<file path="config.mk">
export PLATFORM = sky130hd
export DESIGN_NAME = pgmig_seq
export DESIGN_NICKNAME = d
export VERILOG_FILES = /design/src/rtl/pgmig_pkg.sv /design/src/rtl/pgmig_ack_mask.sv /design/src/rtl/pgmig_pair_issue.sv /design/src/rtl/pgmig_fsm.sv /design/src/rtl/pgmig_seq.sv
export SDC_FILE = /design/constraint.sdc
export NUM_CORES = 1
export LEC_CHECK = 0
export BUFFER_PORTS_ARGS = -buffer_cell sky130_fd_sc_hd__clkbuf_2
export CAP_MARGIN = 25
export CORE_UTILIZATION = 30
export DETAILED_ROUTE_END_ITERATION = 7
export PLACE_DENSITY = 0.64
export REMOVE_ABC_BUFFERS = 1
export SLEW_MARGIN = 15
export SYNTH_ARGS = -nofsm -noshare
export SYNTH_HDL_FRONTEND = slang
export SYNTH_SLANG_ARGS = --single-unit
</file>
<file path="constraint.sdc">
create_clock -name clk -period 3 [get_ports clk]
set_clock_uncertainty 0.05 [all_clocks]
set_input_delay 0 -clock clk [delete_from_list [all_inputs] [get_ports clk]]
set_output_delay 0 -clock clk [all_outputs]
set_load 0.005 [all_outputs]
</file>
<file path="src/rtl/pgmig_pkg.sv">
package pgmig_pkg;

    typedef enum logic [2:0] {
        ST_IDLE,
        ST_LOCK_SEND,
        ST_LOCK_WAIT,
        ST_ISSUE,
        ST_XFER_WAIT,
        ST_RESUME_SEND,
        ST_DONE
    } mig_state_e;

    localparam int unsigned NUM_CMD  = 2;
    localparam int unsigned CMD_MOVE  = 0;
    localparam int unsigned CMD_STORE = 1;

endpackage

</file>
<file path="src/rtl/pgmig_ack_mask.sv">
module pgmig_ack_mask #(
    parameter int unsigned N_MODS = 4
) (
    input  logic              clk,
    input  logic              rst_n,
    input  logic              clr_i,
    input  logic              en_i,
    input  logic [N_MODS-1:0] ack_i,
    output logic [N_MODS-1:0] mask_o,
    output logic              all_o
);

    logic [N_MODS-1:0] mask_q;

    for (genvar i = 0; i < N_MODS; i++) begin : g_bit
        always_ff @(posedge clk) begin
            if (!rst_n) begin
                mask_q[i] <= 1'b0;
            end else if (clr_i) begin
                mask_q[i] <= 1'b0;
            end else if (en_i && ack_i[i]) begin
                mask_q[i] <= 1'b1;
            end
        end
    end

    assign mask_o = mask_q;
    assign all_o  = &mask_q;

    // Bits only ever set between clears
    assert_mask_sticky_R4: assert property (@(posedge clk) disable iff (!rst_n)
        !clr_i |=> ((mask_o & $past(mask_o)) == $past(mask_o)));

    // Acks outside the wait window leave the mask untouched
    assert_mask_ignore_R5: assert property (@(posedge clk) disable iff (!rst_n)
        (!en_i && !clr_i) |=> $stable(mask_o));

endmodule

</file>
<file path="src/rtl/pgmig_pair_issue.sv">
module pgmig_pair_issue #(
    parameter int unsigned N_CMD = 2
) (
    input  logic             clk,
    input  logic             rst_n,
    input  logic             active_i,
    input  logic [N_CMD-1:0] rdy_i,
    output logic [N_CMD-1:0] vld_o,
    output logic             all_done_o
);

    logic [N_CMD-1:0] sent_q;
    logic [N_CMD-1:0] fin;

    for (genvar c = 0; c < N_CMD; c++) begin : g_cmd
        always_ff @(posedge clk) begin
            if (!rst_n) begin
                sent_q[c] <= 1'b0;
            end else if (!active_i) begin
                sent_q[c] <= 1'b0;
            end else if (vld_o[c] && rdy_i[c]) begin
                sent_q[c] <= 1'b1;
            end
        end

        assign vld_o[c] = active_i && !sent_q[c];
        assign fin[c]   = sent_q[c] || (vld_o[c] && rdy_i[c]);

        // A command held back stays offered
        assert_cmd_hold_R6: assert property (@(posedge clk) disable iff (!rst_n)
            (vld_o[c] && !rdy_i[c]) |=> vld_o[c]);
    end

    assign all_done_o = active_i && (&fin);

endmodule

</file>
<file path="src/rtl/pgmig_fsm.sv">
module pgmig_fsm
    import pgmig_pkg::*;
(
    input  logic clk,
    input  logic rst_n,
    input  logic phase_open_i,
    input  logic req_valid_i,
    input  logic lock_ready_i,
    input  logic mask_all_i,
    input  logic pair_done_i,
    input  logic cmpl_valid_i,
    input  logic resume_ready_i,
    output logic req_ready_o,
    output logic lock_valid_o,
    output logic mask_clr_o,
    output logic mask_en_o,
    output logic issue_active_o,
    output logic resume_valid_o,
    output logic done_o
);

    mig_state_e state_q, state_d;

    always_ff @(posedge clk) begin
        if (!rst_n) state_q <= ST_IDLE;
        else        state_q <= state_d;
    end

    always_comb begin
        state_d = state_q;
        unique case (state_q)
            ST_IDLE:        if (phase_open_i && req_valid_i) state_d = ST_LOCK_SEND;
            ST_LOCK_SEND:   if (lock_ready_i)                state_d = ST_LOCK_WAIT;
            ST_LOCK_WAIT:   if (mask_all_i)                  state_d = ST_ISSUE;
            ST_ISSUE:       if (pair_done_i)                 state_d = ST_XFER_WAIT;
            ST_XFER_WAIT:   if (cmpl_valid_i)                state_d = ST_RESUME_SEND;
            ST_RESUME_SEND: if (resume_ready_i)              state_d = ST_DONE;
            ST_DONE:                                         state_d = ST_IDLE;
            default:                                         state_d = ST_IDLE;
        endcase
    end

    always_comb begin
        req_ready_o    = (state_q == ST_IDLE) && phase_open_i;
        lock_valid_o   = (state_q == ST_LOCK_SEND);
        mask_clr_o     = (state_q == ST_LOCK_SEND) && lock_ready_i;
        mask_en_o      = (state_q == ST_LOCK_WAIT);
        issue_active_o = (state_q == ST_ISSUE);
        resume_valid_o = (state_q == ST_RESUME_SEND);
        done_o         = (state_q == ST_DONE);
    end

    assert_busy_after_accept_R2: assert property (@(posedge clk) disable iff (!rst_n)
        (req_valid_i && req_ready_o) |=> !req_ready_o);

    assert_done_single_R9: assert property (@(posedge clk) disable iff (!rst_n)
        done_o |=> !done_o);

    assert_done_after_resume_R9: assert property (@(posedge clk) disable iff (!rst_n)
        $rose(done_o) |-> $past(resume_valid_o && resume_ready_i));

endmodule

</file>
<file path="src/rtl/pgmig_seq.sv">
module pgmig_seq
    import pgmig_pkg::*;
#(
    parameter int unsigned N_MODS  = 4,
    parameter int unsigned PAGE_W  = 20,
    parameter int unsigned FRAME_W = 24,
    localparam int unsigned MOD_W  = (N_MODS > 1) ? $clog2(N_MODS) : 1
) (
    input  logic               clk,
    input  logic               rst_n,
    input  logic               phase_open,
    input  logic               req_valid,
    output logic               req_ready,
    input  logic [PAGE_W-1:0]  req_page,
    input  logic [MOD_W-1:0]   req_src,
    input  logic [MOD_W-1:0]   req_dst,
    input  logic [FRAME_W-1:0] req_frame,
    output logic               lock_valid,
    input  logic               lock_ready,
    output logic [PAGE_W-1:0]  lock_page,
    input  logic [N_MODS-1:0]  lock_ack,
    output logic               move_valid,
    input  logic               move_ready,
    output logic [MOD_W-1:0]   move_mod,
    output logic [MOD_W-1:0]   move_peer,
    output logic [PAGE_W-1:0]  move_page,
    output logic [FRAME_W-1:0] move_frame,
    output logic               store_valid,
    input  logic               store_ready,
    output logic [MOD_W-1:0]   store_mod,
    output logic [MOD_W-1:0]   store_peer,
    output logic [PAGE_W-1:0]  store_page,
    output logic [FRAME_W-1:0] store_frame,
    input  logic               cmpl_valid,
    output logic               resume_valid,
    input  logic               resume_ready,
    output logic [PAGE_W-1:0]  resume_page,
    output logic [FRAME_W-1:0] resume_frame,
    output logic               done
);

    typedef struct packed {
        logic [PAGE_W-1:0]  page;
        logic [MOD_W-1:0]   src;
        logic [MOD_W-1:0]   dst;
        logic [FRAME_W-1:0] frame;
    } job_t;

    job_t              job_q;
    logic              mask_clr, mask_en, mask_all, issue_active, pair_done;
    logic [N_MODS-1:0] ack_mask;
    logic [NUM_CMD-1:0] cmd_rdy, cmd_vld;

    pgmig_fsm u_fsm (
        .clk            (clk),
        .rst_n          (rst_n),
        .phase_open_i   (phase_open),
        .req_valid_i    (req_valid),
        .lock_ready_i   (lock_ready),
        .mask_all_i     (mask_all),
        .pair_done_i    (pair_done),
        .cmpl_valid_i   (cmpl_valid),
        .resume_ready_i (resume_ready),
        .req_ready_o    (req_ready),
        .lock_valid_o   (lock_valid),
        .mask_clr_o     (mask_clr),
        .mask_en_o      (mask_en),
        .issue_active_o (issue_active),
        .resume_valid_o (resume_valid),
        .done_o         (done)
    );

    pgmig_ack_mask #(.N_MODS(N_MODS)) u_mask (
        .clk    (clk),
        .rst_n  (rst_n),
        .clr_i  (mask_clr),
        .en_i   (mask_en),
        .ack_i  (lock_ack),
        .mask_o (ack_mask),
        .all_o  (mask_all)
    );

    assign cmd_rdy[CMD_MOVE]  = move_ready;
    assign cmd_rdy[CMD_STORE] = store_ready;

    pgmig_pair_issue #(.N_CMD(NUM_CMD)) u_pair (
        .clk        (clk),
        .rst_n      (rst_n),
        .active_i   (issue_active),
        .rdy_i      (cmd_rdy),
        .vld_o      (cmd_vld),
        .all_done_o (pair_done)
    );

    always_ff @(posedge clk) begin
        if (!rst_n) begin
            job_q <= '0;
        end else if (req_valid && req_ready) begin
            job_q <= '{page: req_page, src: req_src, dst: req_dst, frame: req_frame};
        end
    end

    assign lock_page    = job_q.page;
    assign move_valid   = cmd_vld[CMD_MOVE];
    assign move_mod     = job_q.src;
    assign move_peer    = job_q.dst;
    assign move_page    = job_q.page;
    assign move_frame   = job_q.frame;
    assign store_valid  = cmd_vld[CMD_STORE];
    assign store_mod    = job_q.dst;
    assign store_peer   = job_q.src;
    assign store_page   = job_q.page;
    assign store_frame  = job_q.frame;
    assign resume_page  = job_q.page;
    assign resume_frame = job_q.frame;

    assert_lock_hold_R3: assert property (@(posedge clk) disable iff (!rst_n)
        (lock_valid && !lock_ready) |=> (lock_valid && $stable(lock_page)));

    assert_issue_needs_acks_R4: assert property (@(posedge clk) disable iff (!rst_n)
        (move_valid || store_valid) |-> (ack_mask == {N_MODS{1'b1}}));

    assert_resume_after_cmpl_R7: assert property (@(posedge clk) disable iff (!rst_n)
        $rose(resume_valid) |-> $past(cmpl_valid));

    assert_resume_hold_R8: assert property (@(posedge clk) disable iff (!rst_n)
        (resume_valid && !resume_ready) |=> (resume_valid && $stable(resume_frame)));

endmodule

</file>
==> results of run 1 <==
==> worst min-delay path: stages <==
cell and delay, ns:
clkbuf_2 0.10, nand3b_1 0.09, a22oi_2 0.08, o21ai_0 0.09, a31oi_1 0.08
==> cell families after synthesis <==
kind of cell	share of synthesized area, %
buffers and inverters	31.1
AND/OR/NAND/NOR	17.5
AO/OA/AOI/OAI	13.1
flip-flops	37.9
multiplexers	0.333
==> stage by stage <==
stage	util (%)	setup WS, ns	cell area, sq um	instances	total power (uW)
floorplan	-	1.03	2080	246	1280
global placement	34.7	1.08	3380	605	1630
detailed placement	34.7	0.997	3380	605	1650
CTS	43.2	0.991	4200	682	2500
global route	43.4	0.828	4220	683	2660
finish	43.4	0.915	4220	683	2480
==> power breakdown <==
part / total (uW) / internal, uW / switching [uW]
clock: 769 / 463 / 305
sequential: 980 / 853 / 126
combinational: 727 / 363 / 365
total: 2480 / 1680 / 797
==> area by class of cell <==
class / instances / area share (%)
inverters: 1 / 0.0890
multi-input cells: 188 / 22.2
clock buffers: 10 / 3.02
repair buffers: 288 / 41.8
clock inverters: 6 / 1.96
flip-flops and latches: 57 / 27.0
well taps: 133 / 3.94
==> layer usage <==
layer / share of wire, % / vias up / track usage (%)
li1: - / 1427 / -
met1: 39 / 1323 / 15.7
met2: 54 / 113 / 27.5
met3: 6.3 / 12 / 4.38
met4: 1.3 / 0 / 4.51
met5: 0 / - / 0
==> layout by cell type, fill, tap and decap left out <==
| master | netlist | final |
|---|---|---|
| clkbuf_8 | 0 | 9 |
| a211oi_1 | 1 | 1 |
| nand2_2 | 0 | 1 |
| bufinv_16 | 0 | 2 |
| o21ai_0 | 1 | 1 |
| nand3_1 | 2 | 2 |
| clkinvlp_4 | 0 | 1 |
| nor4b_4 | 1 | 1 |
| dfxtp_1 | 57 | 57 |
| clkbuf_1 | 7 | 1 |
| and2_4 | 1 | 1 |
| a21oi_2 | 20 | 20 |
| clkbuf_2 | 0 | 226 |
| dlygate4sd3_1 | 0 | 61 |
| clkinv_2 | 0 | 3 |
| nor3b_1 | 2 | 2 |
| inv_2 | 0 | 1 |
| o21a_1 | 1 | 1 |
| a311oi_1 | 1 | 1 |
| a22oi_2 | 1 | 1 |
| mux2i_1 | 1 | 1 |
| nand4_1 | 1 | 1 |
| nand3b_1 | 1 | 1 |
| buf_12 | 0 | 1 |
| nand2_1 | 103 | 102 |
| a31oi_1 | 2 | 2 |
| nor2b_1 | 3 | 3 |
| and2_1 | 1 | 1 |
| nor2_1 | 12 | 12 |
| o22ai_1 | 1 | 1 |
| a21oi_1 | 32 | 32 |
==> registers in the layout, summed over array words and instances, names as in the netlist <==
| signal | flops |
|---|---|
| u_pair.sent_q | 2 |
| move_peer | 2 |
| u_fsm.state_q | 3 |
| lock_page | 20 |
| move_mod | 2 |
| u_mask.mask_o | 4 |
| move_frame | 24 |
==> path summary, 6_finish.rpt <==
check / to / cells past startpoint
max: u_mask.mask_o[0]$_SDFFE_PP0P_ / 4
min: u_fsm.state_q[1]$_SDFFE_PN0P_ / 5
max reg2reg: u_mask.mask_o[0]$_SDFFE_PP0P_ / 4
min reg2reg: move_peer[1]$_SDFFE_PN0P_ / 2
==> impl_metrics.csv, run 1 <==
group,metric,value,unit
critical_path,r2r_slack,0.92,ns
placement,dp_hpwl,5260,um
sta,finalSetupViolations,0,
status,status,"finished, final reports clean",
final_layout,nets,606,
power_and_ir_drop,vdd_ir_drop_max,0.284,mV
clocking,numCtsBuffers,9,
yosys,synth_warnings,0,
final_layout,final_layout_size_suffix_gt1_share,48.5,%
yosys,synthTopCellsByCount,"buf_4 (112), nand2_1 (103), dfxtp_1 (57), a21oi_1 (32), a21oi_2 (20)",
clocking,ctsResizeCount,0,
final_layout,fill_cells,979,
critical_path,path_cells,"nor3b_1 -> a21oi_1 -> nor2_1 -> dlygate4sd3_1",
sta,setup_tns,0,ns
grt,gr-total-overflow,0,
yosys,synthCells,374,
routing,wl_per_cell,12.0,um
yosys,synth.area.top_cells,"dfxtp_1 (38%), buf_4 (28%), nand2_1 (13%), a21oi_2 (5.8%), a21oi_1 (5.3%)",
critical_path,path_max_fanout,8,
placement,portBuffers,226,
critical_path,r2r_start,"u_fsm.state_q[1]$_SDFFE_PN0P_",
critical_path,path_delay_family,"simple AND/OR/NAND/NOR gates",
sta,finalHoldViolCount,0,
critical_path,crit_path_end_kind,"flip-flop",
clocking,clk_pin_slew,0.06,ns
sta,fmax,480,MHz
clocking,clockBufferDepth,2,
floorplan,design.core.area,9730,sq um
floorplan,rows,36,
sta,tightest_slew,0.932,ns
flow_run,cap_violations,0,
critical_path,cp-startpoint,"u_fsm.state_q[1]$_SDFFE_PN0P_",
clocking,cts_setup_buffers,0,
yosys,synth_seq_area_share,37.9,%
routing,num_vias,2875,
routing,ant_nets,0,
routing,viasPerCell,4.21,
yosys,postSynth.asyncResetShare,0,%
routing,drt_iter0_drc,72,
yosys,yosysUniqueCellTypes,26,
clocking,cts.sinks,57,
routing,drt_wl_total,8200,um
yosys,synth_edf_count,0,
final_layout,multiInputGateArea,936,sq um
sta,max-slew-margin-rel,37.7,%
critical_path,required,3.21,ns
routing,drcViolationCount,0,
critical_path,crit_path_start_kind,"flip-flop",
clocking,cts_tree,"done",
final_layout,syn_to_final_growth,40.2,%
sta,grt_setup_unrepaired,"false",
grt,grt_max_degree,51,
final_layout,antenna_cells,0,
floorplan,start_util,30.9,%
floorplan,die-width,102,um
sta,timing.hold.ws,0.130,ns
yosys,synth_seq_cells,57,
yosys,synth_top_area_share,37.9,%
grt,antenna_found_initial,0,
power_and_ir_drop,powerDensity,587,nW/um^2
clocking,cts_hold_buf,61,
critical_path,max_stage_delay,0.57,ns
clocking,cts_root_buf,"clkbuf_8",
critical_path,cp_num_buf_inv,1,
routing,dr.pass1.iters,4,
critical_path,worstSetupPathType,"reg2reg",
critical_path,crit_arrival,2.30,ns
grt,first_global_vias,2557,
sta,slew_viol_final,0,
placement,gp_congestion,0.757,
yosys,synth_top_cell_by_area,"dfxtp_1",
floorplan,die_h,102,um
yosys,ys.flop_type,"dfxtp_1",
power_and_ir_drop,p_leak,0.00210,uW
grt,grt_first_pass_wirelength,11900,um
grt,track_usage,14.7,%
sta,min_period,2.08,ns
clocking,htreeDepth,3,
floorplan,die_area,10400,sq um
yosys,synth.most_common_cell,"buf_4",
hold_path,worstHoldStart,"phase_open",
sta,min_period_over_period,69.5,%
yosys,syn_area,3010,sq um
hold_path,hold_class,"in2reg",
floorplan,io_pins,227,
clocking,clock_latency,0.32,ns
yosys,syn_area_per_cell,8.05,sq um
critical_path,cpMaxStageDelayCell,"nor3b_1",
final_layout,seq_area,1140,sq um
No activity file was read; power rests on OpenSTA's default activity.
==> run 2: changes to the inputs <==
--- a/config.mk
+++ b/config.mk
@@ -9,7 +9,7 @@
 export CAP_MARGIN = 25
 export CORE_UTILIZATION = 30
 export DETAILED_ROUTE_END_ITERATION = 7
-export PLACE_DENSITY = 0.64
+export PLACE_DENSITY = 0.66
 export REMOVE_ABC_BUFFERS = 1
 export SLEW_MARGIN = 15
 export SYNTH_ARGS = -nofsm -noshare
==> constraint.sdc (replaced) <==
create_clock -name clk -period 1.9 [get_ports clk]
set_clock_uncertainty 0.05 [all_clocks]
set_input_delay 0 -clock clk [delete_from_list [all_inputs] [get_ports clk]]
set_output_delay 0 -clock clk [all_outputs]
set_load 0.005 [all_outputs]
==> run 2 against run 1 <==
Net effect: sequential share of layout area down 0.33 points; critical endpoint is now u_mask.mask_o[2]$_SDFFE_PP0P_; hold slack got worse by 0.014 ns; fmax grew 16%; critical path type unchanged; first-iteration DRC count decreased by 13%.
==> impl_metrics.csv, run 2 (same netlist as run 1, synthesis figures left out) <==
group,metric,value,unit
hold_path,hold_class,"in2reg",
clocking,cts_tree,"done",
critical_path,critPathCapture,"u_mask.mask_o[2]$_SDFFE_PP0P_",
routing,drt_wl_total,8530,um
power_and_ir_drop,p_leak,0.00213,uW
grt,track_usage,15.1,%
placement,dp_hpwl,5610,um
clocking,cts.sinks,57,
grt,gr-total-overflow,0,
grt,grt_first_pass_wirelength,12000,um
sta,setup_tns,0,ns
critical_path,path_max_fanout,8,
final_layout,antenna_cells,0,
placement,place_ws,0.236,ns
sta,max-slew-margin-rel,64.7,%
critical_path,worstSetupPathType,"reg2reg",
flow_run,cap_violations,0,
critical_path,r2r_cells,5,
grt,grt.met1_usage,15.6,%
placement,placed_area,3420,sq um
status,status,"finished, final reports clean",
routing,viasPerCell,4.28,
sta,timing.hold.ws,0.115,ns
grt,top_usage_layer,"met2",
critical_path,required,2.13,ns
clocking,cts_root_buf,"clkbuf_8",
floorplan,die-width,102,um
final_layout,final_layout_size_suffix_gt1_share,49.2,%
grt,antenna_found_initial,0,
routing,dr.pass1.iters,5,
floorplan,io_pins,227,
routing,wl_per_cell,12.4,um
floorplan,die_h,102,um
final_layout,syn_to_final_growth,42.0,%
routing,drt_iter0_drc,63,
critical_path,r2r_end,"u_mask.mask_o[2]$_SDFFE_PP0P_",
floorplan,start_util,30.9,%
floorplan,design.core.area,9730,sq um
critical_path,crit_path_end_kind,"flip-flop",
placement,gp_congestion,0.791,
clocking,clockBufferDepth,2,
critical_path,r2r_slack,0.10,ns
routing,drcViolationCount,0,
grt,grt_max_degree,49,
sta,finalSetupViolations,0,
power_and_ir_drop,powerDensity,944,nW/um^2
final_layout,final_core_util,43.9,%
critical_path,crit_arrival,2.02,ns
hold_path,worstHoldPathCells,5,
grt,grt_use_met3,5.47,%
sta,tightest_slew,0.529,ns
floorplan,die_area,10400,sq um
clocking,htreeDepth,3,
final_layout,nets,609,
grt,gr-usage-met2,27.5,%
routing,num_vias,2933,
clocking,cts_setup_buffers,0,
final_layout,final_common_cell,"clkbuf_2",
critical_path,r2r_start,"u_fsm.state_q[1]$_SDFFE_PN0P_",
clocking,clk_pin_slew,0.07,ns
critical_path,crit_path_start_kind,"flip-flop",
sta,min_period,1.80,ns
power_and_ir_drop,vdd_ir_drop_max,0.469,mV
critical_path,cp-startpoint,"u_fsm.state_q[1]$_SDFFE_PN0P_",
routing,ant_nets,0,
clocking,numCtsBuffers,9,
sta,fmax,556,MHz
sta,min_period_over_period,94.7,%
grt,first_global_vias,2593,
sta,slew_viol_final,0,
final_layout,design_area,4270,sq um
placement,portBuffers,226,
clocking,clock_latency,0.32,ns
sta,worst_slack,0.101,ns
sta,finalHoldViolCount,0,
final_layout,largest_reg_flops,24,
final_layout,layout_common_cells,"clkbuf_2 (226), nand2_1 (102), dlygate4sd3_1 (61)",
floorplan,rows,36,
run 2: cell count changes in the layout (fill, tap and decap cells not counted):
cell / before / now
nor3b_1: 2 / 0
clkinv_2: 3 / 0
buf_4: 0 / 3
nor3b_2: 0 / 2
clkbuf_8: 9 / 11
clkinvlp_4: 1 / 2
run 2: worst min-delay path by stage:
stage | startpoint | endpoint | slack [ns]
floorplan | move_ready | u_pair.sent_q[0]$_SDFFE_PN0P_ | 0.07
global placement | req_frame[5] | move_frame[5]$_SDFFE_PN0P_ | 0.17
detailed placement | req_page[12] | lock_page[12]$_SDFFE_PN0P_ | 0.18
CTS | phase_open | u_fsm.state_q[1]$_SDFFE_PN0P_ | 0.07
global route | phase_open | u_fsm.state_q[1]$_SDFFE_PN0P_ | 0.14
finish | phase_open | u_fsm.state_q[1]$_SDFFE_PN0P_ | 0.12
run 2: stage by stage:
stage,std cells,power [uW]
CTS,686,4080
floorplan,246,2020
global route,686,4320
detailed placement,609,2640
finish,686,4030
global placement,609,2620
run 2: cell type report:
cell class	instances	area, sq um
inverters	1	3.75
multi-input cells	188	946
clock inverters	4	75.1
clock buffers	12	155
flip-flops and latches	57	1140
well taps	133	166
fillers	954	5460
repair buffers	291	1780
run 2: power breakdown:
group / internal (uW) / switching (uW)
clock: 811 / 487
sequential: 1350 / 181
combinational: 602 / 605
total: 2760 / 1270
run 2: routing by layer:
metal	wire, um	share of wire [%]
met5	0	0
met4	193	2.3
met3	513	6.0
met2	4520	53
met1	3300	39
run 2: worst max-delay path: stages (launching register included):
cell	delay (ns)
dfxtp_1	0.51
nor3b_2	0.30
buf_4	0.18
a21oi_1	0.06
nor2_1	0.09
dlygate4sd3_1	0.55
run 2: repair_timing:
action	CTS	global route
hold buffers	61	0
hold endpoints to repair	55	0
resized for setup	0	2
endpoints found under the setup margin	0	4
